**src/rtl/rmcam_pkg.sv**
```systemverilog
package rmcam_pkg;
   typedef enum logic [1:0] {
      CM_ANY     = 2'd0,
      CM_BELOW   = 2'd1,
      CM_ATLEAST = 2'd2,
      CM_ANY_ALT = 2'd3
   } cmp_mode_e;
endpackage

```
**src/rtl/rmcam_cell.sv**
```systemverilog
module rmcam_cell #(
   parameter int THR_W = 3
) (
   input  logic [THR_W-1:0] feat,
   input  logic [1:0]       mode,
   input  logic [THR_W-1:0] thr,
   output logic             hit
);
   import rmcam_pkg::*;

   always_comb begin
      case (cmp_mode_e'(mode))
         CM_BELOW:   hit = (feat < thr);
         CM_ATLEAST: hit = (feat >= thr);
         default:    hit = 1'b1;
      endcase
   end
endmodule

```
**src/rtl/rmcam_row.sv**
```systemverilog
module rmcam_row #(
   parameter int N_COLS = 4,
   parameter int SUB_W  = 2,
   parameter int THR_W  = 3
) (
   input  logic [N_COLS*THR_W-1:0] feat,
   input  logic [N_COLS*2-1:0]     modes,
   input  logic [N_COLS*THR_W-1:0] thrs,
   input  logic                    valid,
   output logic                    hit
);
   localparam int N_SUB = (N_COLS + SUB_W - 1) / SUB_W;

   logic [N_COLS-1:0] cell_hit;

   for (genvar c = 0; c < N_COLS; c++) begin : g_cell
      rmcam_cell #(.THR_W(THR_W)) u_cell (
         .feat (feat[c*THR_W +: THR_W]),
         .mode (modes[c*2 +: 2]),
         .thr  (thrs[c*THR_W +: THR_W]),
         .hit  (cell_hit[c])
      );
   end

   if (N_SUB == 1) begin : g_flat
      assign hit = valid & (&cell_hit);
   end else begin : g_split
      logic [N_SUB-1:0] sub_hit;
      for (genvar s = 0; s < N_SUB; s++) begin : g_sub
         localparam int LO = s * SUB_W;
         localparam int HI = (LO + SUB_W > N_COLS) ? N_COLS - 1 : LO + SUB_W - 1;
         assign sub_hit[s] = &cell_hit[HI:LO];
      end
      assign hit = valid & (&sub_hit);
   end
endmodule

```
**src/rtl/rmcam_prio.sv**
```systemverilog
module rmcam_prio #(
   parameter int N_ROWS = 8,
   parameter int LBL_W  = 4
) (
   input  logic [N_ROWS-1:0]       hits,
   input  logic [N_ROWS*LBL_W-1:0] labels,
   output logic [LBL_W-1:0]        label,
   output logic                    none,
   output logic                    multi
);
   localparam logic [N_ROWS-1:0] ONE = {{(N_ROWS-1){1'b0}}, 1'b1};

   always_comb begin
      label = '0;
      for (int i = N_ROWS - 1; i >= 0; i--) begin
         if (hits[i]) label = labels[i*LBL_W +: LBL_W];
      end
   end

   assign none  = (hits == '0);
   assign multi = ((hits & (hits - ONE)) != '0);
endmodule

```
**src/rtl/rmcam_tree.sv**
```systemverilog
module rmcam_tree #(
   parameter int N_ROWS = 8,
   parameter int N_COLS = 4,
   parameter int SUB_W  = 2,
   parameter int THR_W  = 3,
   parameter int LBL_W  = 4
) (
   input  logic                      clk,
   input  logic                      rst_n,
   input  logic                      cfg_cell_we,
   input  logic                      cfg_row_we,
   input  logic [$clog2(N_ROWS)-1:0] cfg_row,
   input  logic [$clog2(N_COLS)-1:0] cfg_col,
   input  logic [1:0]                cfg_mode,
   input  logic [THR_W-1:0]          cfg_thr,
   input  logic [LBL_W-1:0]          cfg_label,
   input  logic                      cfg_valid,
   input  logic                      q_valid,
   output logic                      q_ready,
   input  logic [N_COLS*THR_W-1:0]   q_feat,
   output logic                      r_valid,
   output logic [N_ROWS-1:0]         r_match,
   output logic [LBL_W-1:0]          r_label,
   output logic                      r_none,
   output logic                      r_multi
);
   if (N_ROWS < 2) begin : g_bad_rows
      $error("rmcam_tree: N_ROWS must be at least 2");
   end
   if (N_COLS < 2) begin : g_bad_cols
      $error("rmcam_tree: N_COLS must be at least 2");
   end
   if (SUB_W < 1 || SUB_W > N_COLS) begin : g_bad_sub
      $error("rmcam_tree: SUB_W must lie in 1..N_COLS");
   end
   if (THR_W < 1 || LBL_W < 1) begin : g_bad_w
      $error("rmcam_tree: THR_W and LBL_W must be positive");
   end

   logic [1:0]       mode_q [N_ROWS][N_COLS];
   logic [THR_W-1:0] thr_q  [N_ROWS][N_COLS];
   logic [LBL_W-1:0] lbl_q  [N_ROWS];
   logic             vld_q  [N_ROWS];

   always_ff @(posedge clk or negedge rst_n) begin
      if (!rst_n) begin
         for (int r = 0; r < N_ROWS; r++) begin
            lbl_q[r] <= '0;
            vld_q[r] <= 1'b0;
            for (int c = 0; c < N_COLS; c++) begin
               mode_q[r][c] <= 2'd0;
               thr_q[r][c]  <= '0;
            end
         end
      end else begin
         for (int r = 0; r < N_ROWS; r++) begin
            if (cfg_row_we && int'(cfg_row) == r) begin
               lbl_q[r] <= cfg_label;
               vld_q[r] <= cfg_valid;
            end
            for (int c = 0; c < N_COLS; c++) begin
               if (cfg_cell_we && int'(cfg_row) == r && int'(cfg_col) == c) begin
                  mode_q[r][c] <= cfg_mode;
                  thr_q[r][c]  <= cfg_thr;
               end
            end
         end
      end
   end

   logic [N_ROWS-1:0]       row_hit;
   logic [N_ROWS*LBL_W-1:0] lbl_flat;

   for (genvar r = 0; r < N_ROWS; r++) begin : g_row
      logic [N_COLS*2-1:0]     modes_flat;
      logic [N_COLS*THR_W-1:0] thrs_flat;
      for (genvar c = 0; c < N_COLS; c++) begin : g_pack
         assign modes_flat[c*2 +: 2]        = mode_q[r][c];
         assign thrs_flat[c*THR_W +: THR_W] = thr_q[r][c];
      end
      assign lbl_flat[r*LBL_W +: LBL_W] = lbl_q[r];

      rmcam_row #(.N_COLS(N_COLS), .SUB_W(SUB_W), .THR_W(THR_W)) u_row (
         .feat  (q_feat),
         .modes (modes_flat),
         .thrs  (thrs_flat),
         .valid (vld_q[r]),
         .hit   (row_hit[r])
      );
   end

   logic [LBL_W-1:0] pick_label;
   logic             pick_none;
   logic             pick_multi;

   rmcam_prio #(.N_ROWS(N_ROWS), .LBL_W(LBL_W)) u_prio (
      .hits   (row_hit),
      .labels (lbl_flat),
      .label  (pick_label),
      .none   (pick_none),
      .multi  (pick_multi)
   );

   assign q_ready = !(cfg_cell_we || cfg_row_we);

   logic accept;
   assign accept = q_valid && q_ready;

   always_ff @(posedge clk or negedge rst_n) begin
      if (!rst_n) begin
         r_valid <= 1'b0;
         r_match <= '0;
         r_label <= '0;
         r_none  <= 1'b0;
         r_multi <= 1'b0;
      end else begin
         r_valid <= accept;
         if (accept) begin
            r_match <= row_hit;
            r_label <= pick_label;
            r_none  <= pick_none;
            r_multi <= pick_multi;
         end
      end
   end
endmodule

```
**config.mk**
```make
export PLATFORM = sky130hd
export DESIGN_NAME = rmcam_tree
export DESIGN_NICKNAME = d
export VERILOG_FILES = /design/src/rtl/rmcam_pkg.sv /design/src/rtl/rmcam_cell.sv /design/src/rtl/rmcam_row.sv /design/src/rtl/rmcam_prio.sv /design/src/rtl/rmcam_tree.sv
export SDC_FILE = /design/constraint.sdc
export NUM_CORES = 1
export LEC_CHECK = 0
export BUFFER_PORTS_ARGS = -buffer_cell sky130_fd_sc_hd__buf_2
export CAP_MARGIN = 20
export CORE_MARGIN = 5
export CORE_UTILIZATION = 50
export DETAILED_ROUTE_END_ITERATION = 10
export MAX_ROUTING_LAYER = met4
export PLACE_DENSITY = 0.8
export SLEW_MARGIN = 5
export SYNTH_ARGS = -nofsm -noshare
export SYNTH_HDL_FRONTEND = slang
export SYNTH_HIERARCHICAL = 1
export SYNTH_SLANG_ARGS = --single-unit
export TNS_END_PERCENT = 50
```
**constraint.sdc**
```tcl
create_clock -name clk -period 2.6 [get_ports clk]
set_input_delay 0.13 -clock clk [delete_from_list [all_inputs] [get_ports clk]]
set_output_delay 0.13 -clock clk [all_outputs]
set_load 0.05 [all_outputs]
```
==> results of run 1 <==
==> through the flow <==
stage,power (mW),std cells
2_1_floorplan,7.295,1200
3_3_place_gp,8.247,1582
3_5_place_dp,8.467,1582
4_1_cts,12.34,1633
5_1_grt,13.21,1634
6_report,12.50,1634
==> routing by layer <==
layer / wire length, µm / share of wire [%] / up-vias / global-route usage, %
met5: 0 / 0 / - / -
met4: 731 / 2.4 / 0 / 4.719
met3: 1768 / 5.8 / 63 / 2.689
met2: 14970 / 49 / 242 / 35.98
met1: 12910 / 42 / 4700 / 27.13
li1: - / - / 4312 / -
==> timing repair <==
| action | CTS | global route |
|---|---|---|
| endpoints found under the setup margin | 4 | 6 |
| hold buffers | 6 | 0 |
| pin swaps | 6 | 28 |
| setup buffers | 1 | 0 |
| resized for setup | 4 | 40 |
| hold endpoints to repair | 108 | 0 |
==> sequential cells by signal, indices dropped and copies added (netlist names) <==
signal	count
r_none	1
g_row.thrs_flat	96
g_row.modes_flat	64
r_label	4
lbl_flat	32
r_valid	1
r_multi	1
r_match	8
vld_q	8
==> power groups by stage <==
stage,registers [mW],logic (mW),clock network (mW)
6_report,4.49,4.22,3.80
5_1_grt,4.57,4.63,4.00
4_1_cts,4.48,4.01,3.84
3_5_place_dp,4.53,3.93,0
3_3_place_gp,4.48,3.76,0
2_1_floorplan,4.71,2.58,0
==> Yosys cell counts, types with 2 or more instances <==
cell | count | share of area, %
nor2b_1 | 2 | 0.096
mux2_2 | 214 | 18
a21oi_1 | 44 | 1.7
and4bb_2 | 3 | 0.29
a22oi_1 | 3 | 0.17
nor2_1 | 94 | 2.7
and2b_2 | 2 | 0.13
dfrtp_1 | 215 | 41
nor3_1 | 2 | 0.077
buf_4 | 3 | 0.17
o211ai_1 | 32 | 1.8
clkbuf_2 | 2 | 0.077
a221o_1 | 4 | 0.31
nand4b_1 | 3 | 0.20
or2b_2 | 2 | 0.13
nand2_1 | 63 | 1.8
ha_1 | 160 | 15
o21ai_0 | 11 | 0.42
clkbuf_1 | 19 | 0.55
a221oi_2 | 32 | 3.7
nand3_1 | 43 | 1.6
inv_1 | 165 | 4.7
nand2b_1 | 65 | 3.1
==> cell type report <==
| class | instances | area share, % |
|---|---|---|
| Antenna cell | 1 | 0.01666 |
| Timing Repair Buffer | 79 | 3.765 |
| Tap cell | 335 | 2.790 |
| Multi-Input combinational cell | 795 | 47.53 |
| Sequential cell | 215 | 35.82 |
| Clock buffer | 33 | 4.698 |
| Clock inverter | 11 | 1.258 |
| Inverter | 165 | 4.123 |
==> worst min-delay path by stage <==
stage	from	to	slack, ns	cells after the start
floorplan	rst_n	g_row[0].modes_flat[0]$_DFFE_PN0P_	-0.17	0
global placement	rst_n	g_row[6].modes_flat[1]$_DFFE_PN0P_	0.20	1
detailed placement	rst_n	g_row[3].modes_flat[2]$_DFFE_PN0P_	0.20	1
CTS	rst_n	g_row[3].thrs_flat[4]$_DFFE_PN0P_	0.24	2
global route	rst_n	g_row[3].thrs_flat[4]$_DFFE_PN0P_	0.26	2
finish	rst_n	g_row[3].thrs_flat[4]$_DFFE_PN0P_	0.22	2
==> logic make-up (layout without fill, tap and decap cells) <==
group                    Yosys count  count (layout)  synth area share [%]
AND/OR/NAND/NOR                  289             289                 10.92
flip-flops                       215             215                 41.22
multiplexers                     214             214                 18.46
buffers and inverters            190             288                 5.578
adder cells (fa/ha/maj)          161             161                 15.41
AO/OA/AOI/OAI                    131             131                 8.416
other                              0               1                     0
==> worst max-delay path, delay by kind of cell, from the launching register on <==
family,cells,cell delay (ns)
mux,1,0.27
buf+inv,1,0.07
compound gates,4,0.64
flops,1,0.40
fa+ha+maj,1,0.21
simple gates,4,1.01
==> impl_metrics.toml, run 1 <==
[sta]
timing.clock.skew_ns = 0.007240
worst-slew-pin-transition_ns = 0.8748
finalSetupViolCount = 2
clock.fmax_mhz = 368.7
slew_viol_final = 0
final-hold-violation-count = 0
time_the_final_worst_path_needs_with_i_o_delays_and_setup_ns = 2.712
relSlewSlack_pct = 41.68
worst_hold_slack_ns = 0.2236
timing.final.ws_setup_ns = -0.1124
rsz0062_at_grt = "yes"
layout_worst_path_cycle_share_pct = 104.3
setup-tns-final_ns = -0.1277

[power_and_ir_drop]
power_frac_clock_pct = 30.4
power-per-cell-area_nw_per_um2 = 832.4
seqPwrFrac_pct = 35.9
power.switching_mw = 4.161
intPower_mw = 8.342
comb_power_share_pct = 33.7
power_switching_share_pct = 33.28
p_leak_nw = 7.125
ir_drop_v = 0.0007699

[setup_path]
critical-path-slowest-cell = "or4b_4"
timing.critical_path.cells = "inv_1, ha_1, a221oi_2, o211ai_1, nand2_1, nor2_2, or2_4, or4b_4, a21oi_2, o22ai_1, mux2_4"
critical_path.max_stage_delay_ns = 0.53
timing_worst_setup_path_type = "reg -> reg"
cp-startpoint = "g_row[4].modes_flat[7]$_DFFE_PN0P_"
critPathRequiredTime_ns = 3.00
slack_of_the_worst_reg_to_reg_path_ns = -0.11
startpoint_type = "register"
regToRegStartpoint = "g_row[4].modes_flat[7]$_DFFE_PN0P_"
rr_endpoint = "r_multi$_DFFE_PN0P_"
critPathMaxFanout = 3
timing.critical_path.to_type = "register"
crit_arrival_ns = 3.11
endpoint_of_the_most_critical_setup_path = "r_multi$_DFFE_PN0P_"
ff2ff_path_depth = 11

[cts]
tritoncts = "built"
tritoncts.num_buffers = 24
cts_htree_levels = 1
clockRootBuffer = "clkbuf_16"
clock_insertion_delay_worst_skew_ns = 0.51
clk_pin_slew_ns = 0.07
clock-sinks = 215
cts-root-to-sink-buffers = 3

[global_route]
first_pass_grt_wire_length_mm = 48.32
via_count_of_the_first_global_routing_pass = 9402
grt_max_degree = 73
grt_antenna_before_repair = 1
global_route.usage.total_pct = 21.12
grt_overflow = 0

[placement]
placed_area_um2 = 13860
post-place-ws_ns = -0.1425
port-buffer-count = 47
post-dp-hpwl_mm = 20.82
gp_congestion = 0.8369

[floorplan]
die_h_um = 171.6
coreArea_um2 = 25910
effective_utilization_at_floorplan_pct = 50.38
std_cell_rows = 59
io_pins = 48
die_w_um = 171.6
die_area_um2 = 29440

[finish]
layout.cells.most_common_list = "215 x dfrtp_1, 213 x mux2_2, 160 x inv_1"
drive_above_1_share_pct = 31.66
post-route-util_pct = 57.97
area_delta_synth_final_pct = 15.07
finalInstanceArea_um2 = 15020
nets = 1472
commonest_non_fill_non_tap_cell_in_the_layout = "dfrtp_1"
fillerInstances = 2047
regArea_um2 = 5380
area_of_combinational_cells_with_multiple_inputs_um2 = 7139

[outcome]
outcome = "complete, but fails checks"
failed_checks = "negative setup slack"

[detailed_routing]
drt-wirelength-per-cell_um = 18.59
drc = 0
via_count = 9317
drt_first_pass_iters = 6
via_count_normalized_by_instance_count = 5.702
postRouteWirelength_mm = 30.38
drt_iter0_markers = 688
antenna_left = 0

[yosys]
postSynthCellCount = 1200
synth_enable_flop_cells = 0
avgSynthCellArea_um2 = 10.88
ys_dominant_reg_cell = "dfrtp_1"
ys_types = 40
ys_warn_count = 6
synth_nets = 1392
synth.yosys.seq_area_share_pct = 41.22
netlist_area_um2 = 13050
ys_ff_latch = 215
synthArstFlopShare_pct = 100.0

[min_path]
hold_wc_path_type = "in -> async"

[flow_run]
max_capacitance_violation_count = 0
(Power assumes the default switching activity.)
==> inputs of run 2 (changes only) <==
- CAP_MARGIN: 20 -> default
- SYNTH_HIERARCHICAL: 1 -> default
==> run 2 against run 1 <==
Net effect:
- register-to-register slack got worse by 0.05 ns
- the run still ends with negative setup slack left
- synthesized area decreased by 4.4%
- synthesized cell count increased by 2.5%
- largest cell class unchanged
- core utilization increased by 2.0 points
==> impl_metrics.toml, run 2 <==
[power_and_ir_drop]
power-per-cell-area_nw_per_um2 = 823.3
p_leak_nw = 6.959
ir_drop_v = 0.0007566

[placement]
post-dp-hpwl_mm = 21.22
post-place-ws_ns = -0.1188
gp_congestion = 0.9200
place.detailed.instances = 1626
port-buffer-count = 47

[sta]
worst-slew-pin-transition_ns = 0.8749
finalSetupViolCount = 7
slew_viol_final = 0
final-hold-violation-count = 0
clock.fmax_mhz = 362.5
timing.final.ws_setup_ns = -0.1583
rsz0062_at_grt = "yes"
timing.clock.skew_ns = 0.01933
worst_hold_slack_ns = 0.05338
time_the_final_worst_path_needs_with_i_o_delays_and_setup_ns = 2.758
layout_worst_path_cycle_share_pct = 106.1
relSlewSlack_pct = 41.68

[yosys]
ys_ff_latch = 215
synth_enable_flop_cells = 0
ys_dominant_reg_cell = "dfrtp_1"
ys_types = 62
synthTopCellsByCount = "215 x dfrtp_1, 160 x ha_1, 152 x inv_1"
synthArstFlopShare_pct = 100.0
synth.yosys.seq_area_share_pct = 43.10
avgSynthCellArea_um2 = 10.15
synth_largest_type_area_fraction_pct = 43.10
netlist_area_um2 = 12480
post-synth-top-count-cell = "dfrtp_1"
synth_nets = 1422
netlist.top_cell.by_area = "dfrtp_1"
synthTopCellsByArea = "dfrtp_1 43%, ha_1 16%, mux2_2 11%"
ys_warn_count = 0
postSynthCellCount = 1230

[floorplan]
die_area_um2 = 28230
coreArea_um2 = 24460
effective_utilization_at_floorplan_pct = 51.03
die_h_um = 168.0
io_pins = 48
die_w_um = 168.0
std_cell_rows = 57

[finish]
flip_flop_count_of_the_largest_register_all_copies_and_words_added = 96
area_of_combinational_cells_with_multiple_inputs_um2 = 6635
fillerInstances = 1896
layout.cells.most_common_list = "215 x dfrtp_1, 157 x ha_1, 149 x inv_1"
commonest_non_fill_non_tap_cell_in_the_layout = "dfrtp_1"
nets = 1544
finalNonFillerCells = 1693
area_delta_synth_final_pct = 17.60
drive_above_1_share_pct = 23.79
regArea_um2 = 5380

[cts]
tritoncts = "built"
clock_insertion_delay_worst_skew_ns = 0.53
cts-root-to-sink-buffers = 3
clockRootBuffer = "clkbuf_16"
clk_pin_slew_ns = 0.07
clock-sinks = 215
cts_htree_levels = 1
tritoncts.num_buffers = 24

[detailed_routing]
antenna_left = 0
postRouteWirelength_mm = 31.67
via_count_normalized_by_instance_count = 5.738
drt_iter0_markers = 711
drt_first_pass_iters = 5
drt-wirelength-per-cell_um = 18.70
via_count = 9714
drc = 0

[outcome]
outcome = "complete, but fails checks"
failed_checks = "negative setup slack"

[setup_path]
critPathRequiredTime_ns = 3.04
critPathMaxFanout = 3
timing.critical_path.to_type = "register"
crit_arrival_ns = 3.20
timing_worst_setup_path_type = "reg -> reg"
startpoint_type = "register"

[global_route]
via_count_of_the_first_global_routing_pass = 10080
first_pass_grt_wire_length_mm = 51.26
grt_overflow = 0
grt_antenna_before_repair = 3
grt_max_degree = 93
global_route.usage.total_pct = 22.80

[min_path]
hold_wc_path_type = "in -> reg"

[flow_run]
max_capacitance_violation_count = 0
run 2: changes by cell type in the layout (fill, tap and decap cells not counted), sizes merged, moves of 20 or more:
cell,previous run,this run
nor2b,2,26
nor2,94,51
nand2b,65,25
o21ai,11,120
a221oi,32,12
o211ai,32,12
buf,72,118
nand2,63,126
mux2,214,122
nand3,43,16
run 2: cells by family (layout without fill, tap and decap cells):
kind of cell / after synthesis / after routing / share of synthesized area (%)
AND/OR/NAND/NOR: 307 / 307 / 12.06
AO/OA/AOI/OAI: 242 / 242 / 12.09
flip-flops: 215 / 215 / 43.10
buffers and inverters: 181 / 317 / 5.473
adder cells (fa/ha/maj): 161 / 161 / 16.12
multiplexers: 124 / 124 / 11.17
other: 0 / 3 / 0
run 2: power breakdown:
group | switching, mW | total [mW] | internal, mW | leakage [nW]
combinational | 2.30 | 4.15 | 1.85 | 3.98
sequential | 0.407 | 4.50 | 4.09 | 2.60
clock | 1.38 | 3.43 | 2.05 | 0.378
total | 4.09 | 12.1 | 8.00 | 6.96
run 2: worst paths after layout:
kind / slack, ns / from / to / depth (start not counted)
worst min register to register: 0.49 / r_match[5]$_DFFE_PN0P_ / r_match[5]$_DFFE_PN0P_ / 2
min in group asynchronous: 0.24 / rst_n / g_row[5].modes_flat[1]$_DFFE_PN0P_ / 2
worst min-delay path: 0.05 / cfg_valid / vld_q[2]$_DFFE_PN0P_ / 2
worst max-delay path: -0.16 / g_row[3].thrs_flat[1]$_DFFE_PN0P_ / r_multi$_DFFE_PN0P_ / 11
worst max register to register: -0.16 / g_row[3].thrs_flat[1]$_DFFE_PN0P_ / r_multi$_DFFE_PN0P_ / 11
max in group asynchronous: 1.55 / rst_n / g_row[7].thrs_flat[8]$_DFFE_PN0P_ / 3
run 2: worst max-delay path: stages, from the launching register on:
cell	delay, ns
dfrtp_1	0.38
inv_2	0.12
ha_4	0.23
nor2b_4	0.13
or4b_1	0.47
o211ai_1	0.24
o21ai_1	0.19
or2_1	0.29
buf_6	0.14
o2111ai_4	0.19
o211ai_1	0.11
o22ai_1	0.16
run 2: layout make-up:
class                           count  area share [%]
Antenna cell                        3         0.05114
Clock buffer                       31           4.406
Timing Repair Buffer              124           6.068
Sequential cell                   215           36.65
Clock inverter                      9          0.9546
Multi-Input combinational cell    834           45.20
Inverter                          153           3.912
Tap cell                          324           2.761
run 2: repair_timing:
action	CTS	global route
setup endpoints to repair	6	8
resized for setup	22	29
pin swaps	11	10
buffers inserted	20	3
hold buffers	5	0
hold endpoints to repair	113	0
run 2: layer usage:
| metal | global-route usage (%) | up-vias | part of all wire, % |
|---|---|---|---|
| li1 | - | 4541 | - |
| met1 | 27.92 | 4760 | 41 |
| met2 | 38.09 | 307 | 49 |
| met3 | 3.142 | 106 | 5.6 |
| met4 | 9.598 | 0 | 4.5 |
| met5 | - | - | 0 |
run 2: metrics by stage:
step,cell area [µm²],util [%],setup TNS [ns],power (mW)
3_5_place_dp,13460,55.02,-0.5166,8.237
6_report,14680,60.01,-0.4782,12.09
4_1_cts,14540,59.45,-0.04689,11.91
3_3_place_gp,13460,55.02,-0.2308,8.005
2_1_floorplan,12480,-,0,6.978
5_1_grt,14680,60.01,-0.6794,12.78
